===== config.mk =====
export PLATFORM = sky130hd
export DESIGN_NAME = pwr_guard
export DESIGN_NICKNAME = d
export VERILOG_FILES = /design/src/rtl/pwr_guard_pkg.sv /design/src/rtl/pwr_guard_sync.sv /design/src/rtl/pwr_guard_fsm.sv /design/src/rtl/pwr_guard_gate.sv /design/src/rtl/pwr_guard.sv
export SDC_FILE = /design/constraint.sdc
export NUM_CORES = 1
export LEC_CHECK = 0
export BUFFER_PORTS_ARGS = -buffer_cell sky130_fd_sc_hd__buf_2
export CAP_MARGIN = 20
export CORE_MARGIN = 2
export CORE_UTILIZATION = 45
export DETAILED_ROUTE_END_ITERATION = 8
export GPL_TIMING_DRIVEN = 0
export PLACE_DENSITY_LB_ADDON = 0.15
export SLEW_MARGIN = 0
export SYNTH_ARGS = -nofsm -noshare
export SYNTH_HDL_FRONTEND = slang
export SYNTH_HIERARCHICAL = 1
export SYNTH_SLANG_ARGS = --single-unit

===== constraint.sdc =====
create_clock -name clk -period 3.2 [get_ports clk]
set_input_delay 0.16 -clock clk [delete_from_list [all_inputs] [get_ports clk]]
set_output_delay 0.16 -clock clk [all_outputs]
set_load 0.005 [all_outputs]

===== src/rtl/pwr_guard_pkg.sv =====
package pwr_guard_pkg;

  typedef enum logic [1:0] {
    ST_NORMAL  = 2'd0,
    ST_PROTECT = 2'd1,
    ST_BATTERY = 2'd2,
    ST_RECOVER = 2'd3
  } guard_state_e;

  // bit positions of the comparator flags inside the synchroniser bus
  localparam int FLAG_LOW   = 0;
  localparam int FLAG_CRIT  = 1;
  localparam int NUM_FLAGS  = 2;

endpackage


===== src/rtl/pwr_guard_sync.sv =====
module pwr_guard_sync #(
  parameter int WIDTH  = 2,
  parameter int STAGES = 2
) (
  input  logic             clk,
  input  logic             rst_n,
  input  logic [WIDTH-1:0] async_i,
  output logic [WIDTH-1:0] sync_o
);

  // one independent flop chain per flag; STAGES must be 2 or more
  for (genvar b = 0; b < WIDTH; b++) begin : g_bit
    logic [STAGES-1:0] chain_q;

    always_ff @(posedge clk) begin
      if (!rst_n) begin
        chain_q <= '0;
      end else begin
        chain_q <= {chain_q[STAGES-2:0], async_i[b]};
      end
    end

    assign sync_o[b] = chain_q[STAGES-1];
  end

endmodule


===== src/rtl/pwr_guard_fsm.sv =====
module pwr_guard_fsm
  import pwr_guard_pkg::*;
#(
  parameter int TREC_CYCLES = 2000
) (
  input  logic         clk,
  input  logic         rst_n,
  input  logic         low_i,
  input  logic         crit_i,
  output guard_state_e state_o,
  output logic         fail_eff_o
);

  localparam int             CW   = (TREC_CYCLES < 2) ? 1 : $clog2(TREC_CYCLES + 1);
  localparam logic [CW-1:0]  LOAD = CW'(TREC_CYCLES - 1);

  guard_state_e  state_q, state_d;
  logic [CW-1:0] cnt_q, cnt_d;
  logic          fail_eff;

  // below-switchover without the power-fail flag still counts as failed
  assign fail_eff = low_i | crit_i;

  always_comb begin
    state_d = state_q;
    cnt_d   = cnt_q;
    unique case (state_q)
      ST_NORMAL: begin
        if (crit_i)        state_d = ST_BATTERY;
        else if (fail_eff) state_d = ST_PROTECT;
      end
      ST_PROTECT: begin
        if (crit_i) begin
          state_d = ST_BATTERY;
        end else if (!fail_eff) begin
          if (LOAD == '0) state_d = ST_NORMAL;
          else begin
            state_d = ST_RECOVER;
            cnt_d   = LOAD;
          end
        end
      end
      ST_BATTERY: begin
        if (!crit_i) begin
          if (low_i) begin
            state_d = ST_PROTECT;
          end else if (LOAD == '0) begin
            state_d = ST_NORMAL;
          end else begin
            state_d = ST_RECOVER;
            cnt_d   = LOAD;
          end
        end
      end
      ST_RECOVER: begin
        if (crit_i) begin
          state_d = ST_BATTERY;
        end else if (fail_eff) begin
          state_d = ST_PROTECT;
        end else if (cnt_q <= CW'(1)) begin
          state_d = ST_NORMAL;
          cnt_d   = '0;
        end else begin
          cnt_d = cnt_q - CW'(1);
        end
      end
      default: state_d = ST_PROTECT;
    endcase
  end

  always_ff @(posedge clk) begin
    if (!rst_n) begin
      state_q <= ST_PROTECT;
      cnt_q   <= '0;
    end else begin
      state_q <= state_d;
      cnt_q   <= cnt_d;
    end
  end

  assign state_o    = state_q;
  assign fail_eff_o = fail_eff;

endmodule


===== src/rtl/pwr_guard_gate.sv =====
module pwr_guard_gate
  import pwr_guard_pkg::*;
(
  input  guard_state_e state_i,
  input  logic         fail_eff_i,
  input  logic         host_ce_n_i,
  input  logic         host_we_n_i,
  output logic         mem_ce_n_o,
  output logic         mem_we_n_o,
  output logic         out_hiz_o,
  output logic         batt_sel_o,
  output logic         protect_o
);

  logic open_q;

  // a fresh synchronised failure closes access before the state register moves
  assign open_q     = (state_i == ST_NORMAL) && !fail_eff_i;

  assign mem_ce_n_o = open_q ? host_ce_n_i : 1'b1;
  assign mem_we_n_o = open_q ? host_we_n_i : 1'b1;
  assign out_hiz_o  = !open_q || host_ce_n_i || !host_we_n_i;
  assign batt_sel_o = (state_i == ST_BATTERY);
  assign protect_o  = !open_q;

endmodule


===== src/rtl/pwr_guard.sv =====
module pwr_guard
  import pwr_guard_pkg::*;
#(
  parameter int TREC_CYCLES = 2000,
  parameter int SYNC_STAGES = 2
) (
  input  logic clk,
  input  logic rst_n,
  input  logic supply_low_i,
  input  logic supply_crit_i,
  input  logic host_ce_n_i,
  input  logic host_we_n_i,
  output logic mem_ce_n_o,
  output logic mem_we_n_o,
  output logic out_hiz_o,
  output logic batt_sel_o,
  output logic protect_o
);

  logic [NUM_FLAGS-1:0] flags_raw, flags_s;
  guard_state_e         state_w;
  logic                 fail_eff_w;
  logic                 crit_s_w;

  assign flags_raw[FLAG_LOW]  = supply_low_i;
  assign flags_raw[FLAG_CRIT] = supply_crit_i;
  assign crit_s_w             = flags_s[FLAG_CRIT];

  pwr_guard_sync #(
    .WIDTH  (NUM_FLAGS),
    .STAGES (SYNC_STAGES)
  ) u_sync (
    .clk     (clk),
    .rst_n   (rst_n),
    .async_i (flags_raw),
    .sync_o  (flags_s)
  );

  pwr_guard_fsm #(
    .TREC_CYCLES (TREC_CYCLES)
  ) u_fsm (
    .clk        (clk),
    .rst_n      (rst_n),
    .low_i      (flags_s[FLAG_LOW]),
    .crit_i     (flags_s[FLAG_CRIT]),
    .state_o    (state_w),
    .fail_eff_o (fail_eff_w)
  );

  pwr_guard_gate u_gate (
    .state_i     (state_w),
    .fail_eff_i  (fail_eff_w),
    .host_ce_n_i (host_ce_n_i),
    .host_we_n_i (host_we_n_i),
    .mem_ce_n_o  (mem_ce_n_o),
    .mem_we_n_o  (mem_we_n_o),
    .out_hiz_o   (out_hiz_o),
    .batt_sel_o  (batt_sel_o),
    .protect_o   (protect_o)
  );

endmodule


==> flow_summary.json, run 1 <==
{
  "skew_ns": 0.00375,
  "cts_sinks": 17,
  "worst_ep_arrival_time_ns": 2.34,
  "io_pins": 11,
  "path_class": "reg2reg",
  "async_reset_ff_frac": 0,
  "clk_path_buf_depth": 2,
  "synth_area_sq_um": 911,
  "initial_core_util": 0.469,
  "drt-pass1-iter-count": 4,
  "grt_pass1_wl_um": 3460,
  "gr-total-overflow": 0,
  "routed_wl_um": 2000,
  "final_antenna_net_count": 0,
  "hold_depth": 2,
  "mostFrequentLayoutCell": "dfxtp_1",
  "areaGrowthSynthToFinish_pct": 12.1,
  "htree_levels": 1,
  "insertion_delay_ns": 0.29,
  "postSynthCellCount": 107,
  "yosys.cell_types.count": 43,
  "synth_edf_count": 0,
  "grt_use_total": 0.188,
  "synth_nets": 115,
  "cts_buffers": 3,
  "drv_slew": 0,
  "rr_endpoint": "u_fsm/cnt_q[1]$_SDFFE_PN0P_",
  "status": "finished, final reports clean",
  "drtIter0Drc": 44,
  "avgSynthCellArea_sq_um": 8.51,
  "grt_max_degree": 11,
  "multi_input_area_sq_um": 517,
  "root_buffer": "clkbuf_4",
  "vdd.ir_drop.worst_mv": 0.433,
  "drive_above_1_share": 0.198,
  "cap_violations": 0,
  "wl_per_cell_um": 13.5,
  "r2r_slack_ns": 1.05,
  "rsz0062_at_grt": "false",
  "synth_seq_cells": 17,
  "core_area_sq_mm": 0.00194,
  "hold_violations": 0,
  "clk_pin_slew_ns": 0.09,
  "regArea_sq_um": 340,
  "whs_endpoint": "u_sync/g_bit[1].chain_q[0]$_SDFF_PN0_",
  "die_w_um": 49.0,
  "finalSetupViolCount": 0,
  "die_h_um": 49.0,
  "post_cts_resized": 0,
  "path_max_fanout": 7,
  "io_buffers": 10,
  "finalCoreUtilization": 0.526,
  "leakagePower_uw": 0.000417,
  "ys_seq_area_frac": 0.374,
  "num_antenna_cells": 0,
  "cp-start-kind": "register",
  "r2r_cells": 4,
  "drc": 0,
  "cts_tree": "built",
  "fillerInstances": 198,
  "hold_start": "supply_crit_i",
  "via_count": 857,
  "fin_nets": 130,
  "place_congestion": 0.862,
  "fin_crit_sh": 0.672,
  "hold_buffers": 0,
  "avgViaCountPerCell": 5.79,
  "tightest_slew_ns": 0.990,
  "ys.flop_type": "dfxtp_1",
  "grt_pass1_vias": 747,
  "rows": 16,
  "cts_setup_buffers": 0,
  "yosysWarnings": 6,
  "antenna_found_initial": 0,
  "mostFrequentLayoutCells": "dfxtp_1, buf_2, nor2_1, nand2_1, a21oi_1",
  "dp_hpwl_um": 1470,
  "fin_crit_ns": 2.15,
  "r2r_start": "u_fsm/cnt_q[6]$_SDFFE_PN0P_",
  "fmax_mhz": 465,
  "relSlewSlack": 0.335,
  "p_per_area_mw_per_mm2": 505,
  "cp-end-kind": "register",
  "fin_setup_tns_ns": 0,
  "die_area_sq_mm": 0.00240,
  "cp_data_required_time_ns": 3.38,
  "hp-class": "in2reg"
}
==> state kept, by name, summed over array words and instances, names as in the netlist <==
name	count
u_sync/g_bit.chain_q	4
u_fsm/cnt_q	11
u_fsm/state_o	2
==> metal layers <==
| layer | part of all wire | vias up | wire (um) | track usage |
|---|---|---|---|---|
| li1 | - | 426 | - | - |
| met1 | 0.47 | 396 | 946 | 0.256 |
| met2 | 0.45 | 33 | 896 | 0.285 |
| met3 | 0.066 | 2 | 132 | 0.0399 |
| met4 | 0.012 | 0 | 23 | 0.0857 |
| met5 | 0 | - | 0 | 0 |
==> metrics by stage <==
step	area [sq um]	power [uW]	instances	hold WS, ns	setup slack (ns)
2_1_floorplan	911	367	107	0.282	1.26
3_5_place_dp	995	403	144	0.372	1.10
5_1_grt	1020	553	148	0.0623	0.940
3_3_place_gp	995	399	144	0.362	1.17
6_report	1020	516	148	0.0743	1.05
4_1_cts	1020	517	148	0.0690	1.09
==> synthesized netlist by cell type (3+ instances only) <==
cell type / number / area, sq um
inv_1: 5 / 18.8
nor3_1: 6 / 30.0
a21oi_1: 7 / 35.0
dfxtp_1: 17 / 340
or2_2: 3 / 18.8
o31ai_1: 4 / 30.0
nor2_1: 7 / 26.3
nand2_1: 7 / 26.3
o21ai_0: 6 / 30.0
and2_1: 5 / 31.3
==> layout make-up <==
cell class | instances | area share
well taps | 27 | 0.0331
flip-flops and latches | 17 | 0.333
clock buffers | 4 | 0.0257
multi-input cells | 80 | 0.506
plain buffers | 5 | 0.0343
repair buffers | 10 | 0.0490
inverters | 5 | 0.0184
==> worst max path at each step <==
stage,start,end,slack [ns],cells past startpoint
detailed placement,u_fsm/cnt_q[6]$_SDFFE_PN0P_,u_fsm/cnt_q[1]$_SDFFE_PN0P_,1.10,4
global placement,u_fsm/cnt_q[6]$_SDFFE_PN0P_,u_fsm/cnt_q[7]$_SDFFE_PN0P_,1.17,5
finish,u_fsm/cnt_q[6]$_SDFFE_PN0P_,u_fsm/cnt_q[1]$_SDFFE_PN0P_,1.05,4
global route,u_fsm/cnt_q[2]$_SDFFE_PN0P_,u_fsm/cnt_q[1]$_SDFFE_PN0P_,0.94,5
floorplan,u_fsm/cnt_q[6]$_SDFFE_PN0P_,u_fsm/cnt_q[2]$_SDFFE_PN0P_,1.26,5
CTS,u_fsm/cnt_q[2]$_SDFFE_PN0P_,u_fsm/cnt_q[1]$_SDFFE_PN0P_,1.09,5
==> power by group <==
| part | switching, uW | internal (uW) | total [uW] | leakage (uW) |
|---|---|---|---|---|
| combinational | 80.4 | 60.5 | 141 | 0.000261 |
| clock | 66.5 | 48.4 | 115 | 0.0000150 |
| sequential | 25.2 | 235 | 260 | 0.000141 |
==> critical path: stages, from the launching register on <==
cell and delay (ns):
dfxtp_1 0.37, or4_1 0.63, nor4_1 0.70, o21ai_0 0.17, o211a_1 0.17
==> cell families after synthesis <==
logic type      Yosys count  share of synthesized area
fa+ha+maj                 2                     0.0275
mux                       1                     0.0110
compound gates           34                      0.254
xor+xnor                  1                    0.00962
flops                    17                      0.374
buf+inv                  10                     0.0591
simple gates             42                      0.265
(Power assumes the default switching activity.)
==> run 2: changes to the inputs <==
==> constraint.sdc (replaced) <==
create_clock -name clk -period 1.85 [get_ports clk]
set_input_delay 0.0925 -clock clk [delete_from_list [all_inputs] [get_ports clk]]
set_output_delay 0.0925 -clock clk [all_outputs]
set_load 0.005 [all_outputs]
==> run 2 against run 1 <==
The flow now finishes with violations (negative setup slack); routed wire length rose by 12%; highest routed layer unchanged; worst hold slack lost 0.062 ns; utilization up 5.0 points; maximum frequency up 14%; clock skew hardly changed; final cell count is 2.7% higher; first-iteration DRC count rose by 14%; worst setup slack worse by 1.1 ns; non-clock buffer count rose by 4; largest power group unchanged; clock-buffer cell count did not move; sequential cell count is the same.
==> flow_summary.json, run 2 (synthesis results as in run 1) <==
{
  "status": "finished with violations",
  "violations": "negative setup slack",
  "routed_wl_um": 2230,
  "rsz0062_at_grt": "true",
  "core_area_sq_mm": 0.00194,
  "place_congestion": 0.871,
  "die_area_sq_mm": 0.00240,
  "cts_sinks": 17,
  "num_antenna_cells": 0,
  "fmax_mhz": 530,
  "mostFrequentLayoutCell": "dfxtp_1",
  "clk_pin_slew_ns": 0.10,
  "p_per_area_mw_per_mm2": 866,
  "finalCoreUtilization": 0.575,
  "path_max_fanout": 6,
  "final_antenna_net_count": 0,
  "slowest_stage": "or4_4",
  "fin_ws_ns": -0.0375,
  "grt_pass1_wl_um": 3600,
  "cts_buffers": 3,
  "leakagePower_uw": 0.000445,
  "mostFrequentLayoutCells": "dfxtp_1, buf_2, nand2_1, buf_4",
  "hold_depth": 2,
  "rows": 16,
  "drv_slew": 0,
  "cp-start-kind": "register",
  "regMostFlops": "u_fsm/cnt_q",
  "avgViaCountPerCell": 5.74,
  "cp_data_required_time_ns": 2.01,
  "areaGrowthSynthToFinish_pct": 22.7,
  "io_pins": 11,
  "drive_above_1_share": 0.312,
  "htree_levels": 1,
  "pwr-share-clk": 0.210,
  "dp_hpwl_um": 1450,
  "fin_crit_ns": 1.89,
  "pwr-share-comb": 0.320,
  "insertion_delay_ns": 0.29,
  "pre_cts_ws_ns": -0.157,
  "initial_core_util": 0.469,
  "largest_reg_flops": 11,
  "clk_path_buf_depth": 2,
  "hp-class": "in2reg",
  "cp-end-kind": "register",
  "cts_tree": "built",
  "worst_ep_arrival_time_ns": 2.04,
  "via_count": 873,
  "power.internal_uw": 631,
  "cap_violations": 0,
  "skew_ns": 0.00413,
  "crit_top_cell": "or4_4",
  "grt_pass1_vias": 811,
  "drc": 0,
  "finalSetupViolCount": 5,
  "tightest_slew_ns": 0.986,
  "vdd.ir_drop.worst_mv": 0.613,
  "p_sw_frac": 0.347,
  "fin_nets": 134,
  "root_buffer": "clkbuf_4",
  "path_class": "reg2reg",
  "whs_ns": 0.0124,
  "gr-total-overflow": 0,
  "grt_max_degree": 11,
  "io_buffers": 10,
  "die_w_um": 49.0,
  "die_h_um": 49.0,
  "r2r_cells": 4,
  "grt_use_total": 0.194,
  "drtIter0Drc": 50,
  "antenna_found_initial": 0,
  "fin_crit_sh": 1.02,
  "wl_per_cell_um": 14.7,
  "crit_chain": "or4_4, or4_4, o21ai_4, a311oi_1",
  "hold_violations": 0,
  "cp_slowest_stage_delay_ns": 0.61,
  "drt-pass1-iter-count": 5,
  "relSlewSlack": 0.338,
  "p_seq_frac": 0.470,
  "p_sw_uw": 336
}
[run 2: cell count changes in the layout (fill, tap and decap cells not counted), moves of 2 or more]
cell     before  now
dfxtp_2       0    3
or4_1         2    0
or4_4         1    3
dfxtp_1      17   13
buf_4         2    7
[run 2: cell type report]
cell class	count	area, sq um
multi-input combinational	80	574
tap	27	33.8
timing repair buffer	18	113
buffer	1	3.75
clock buffer	4	26.3
inverter	5	18.8
sequential	17	348
fill	194	825
[run 2: power by group through the flow]
stage / clock (uW) / combinational, uW / sequential, uW
after global routing: 223 / 336 / 463
after floorplan: 0 / 198 / 449
after global placement: 0 / 246 / 457
after CTS: 210 / 290 / 449
after detailed placement: 0 / 252 / 459
final: 203 / 309 / 454
[run 2: per-stage QoR]
stage / instance area (sq um) / TNS [ns] / power (uW) / std cells
floorplan: 923 / -0.0128 / 647 / 107
global placement: 1010 / -1.10 / 703 / 144
detailed placement: 1010 / -1.08 / 711 / 144
CTS: 1100 / -0.0404 / 949 / 152
global route: 1120 / -0.436 / 1020 / 152
finish: 1120 / -0.114 / 967 / 152
[run 2: final timing paths]
| check | startpoint | to | slack, ns |
|---|---|---|---|
| hold reg to reg | u_sync/g_bit[0].chain_q[0]$_SDFF_PN0_ | u_sync/g_bit[0].chain_q[1]$_SDFF_PN0_ | 0.44 |
| setup / recovery | u_fsm/cnt_q[3]$_SDFFE_PN0P_ | u_fsm/cnt_q[9]$_SDFFE_PN0P_ | -0.04 |
| hold / removal | supply_low_i | u_sync/g_bit[0].chain_q[0]$_SDFF_PN0_ | 0.01 |
| setup reg to reg | u_fsm/cnt_q[3]$_SDFFE_PN0P_ | u_fsm/cnt_q[9]$_SDFFE_PN0P_ | -0.04 |
[run 2: metal layers]
layer | wire [um] | global-route usage | vias up | share of wire
met5 | 0 | 0 | - | 0
met3 | 152 | 0.0368 | 4 | 0.068
li1 | - | - | 439 | -
met4 | 25 | 0.0762 | 0 | 0.011
met2 | 1060 | 0.320 | 41 | 0.47
met1 | 998 | 0.250 | 389 | 0.45
[run 2: timing repair]
| item | 4_1_cts | 5_1_grt |
|---|---|---|
| hold buffers | 1 | 0 |
| setup endpoints to repair | 14 | 10 |
| setup buffers | 5 | 2 |
| pin swaps | 6 | 7 |
| resized for setup | 9 | 4 |
| endpoints found under the hold margin | 1 | 0 |
[run 2: critical path: cells and delay by family, from the launching register on]
kind	cells	cell delay, ns
flops	1	0.35
compound gates	2	0.26
simple gates	2	1.14
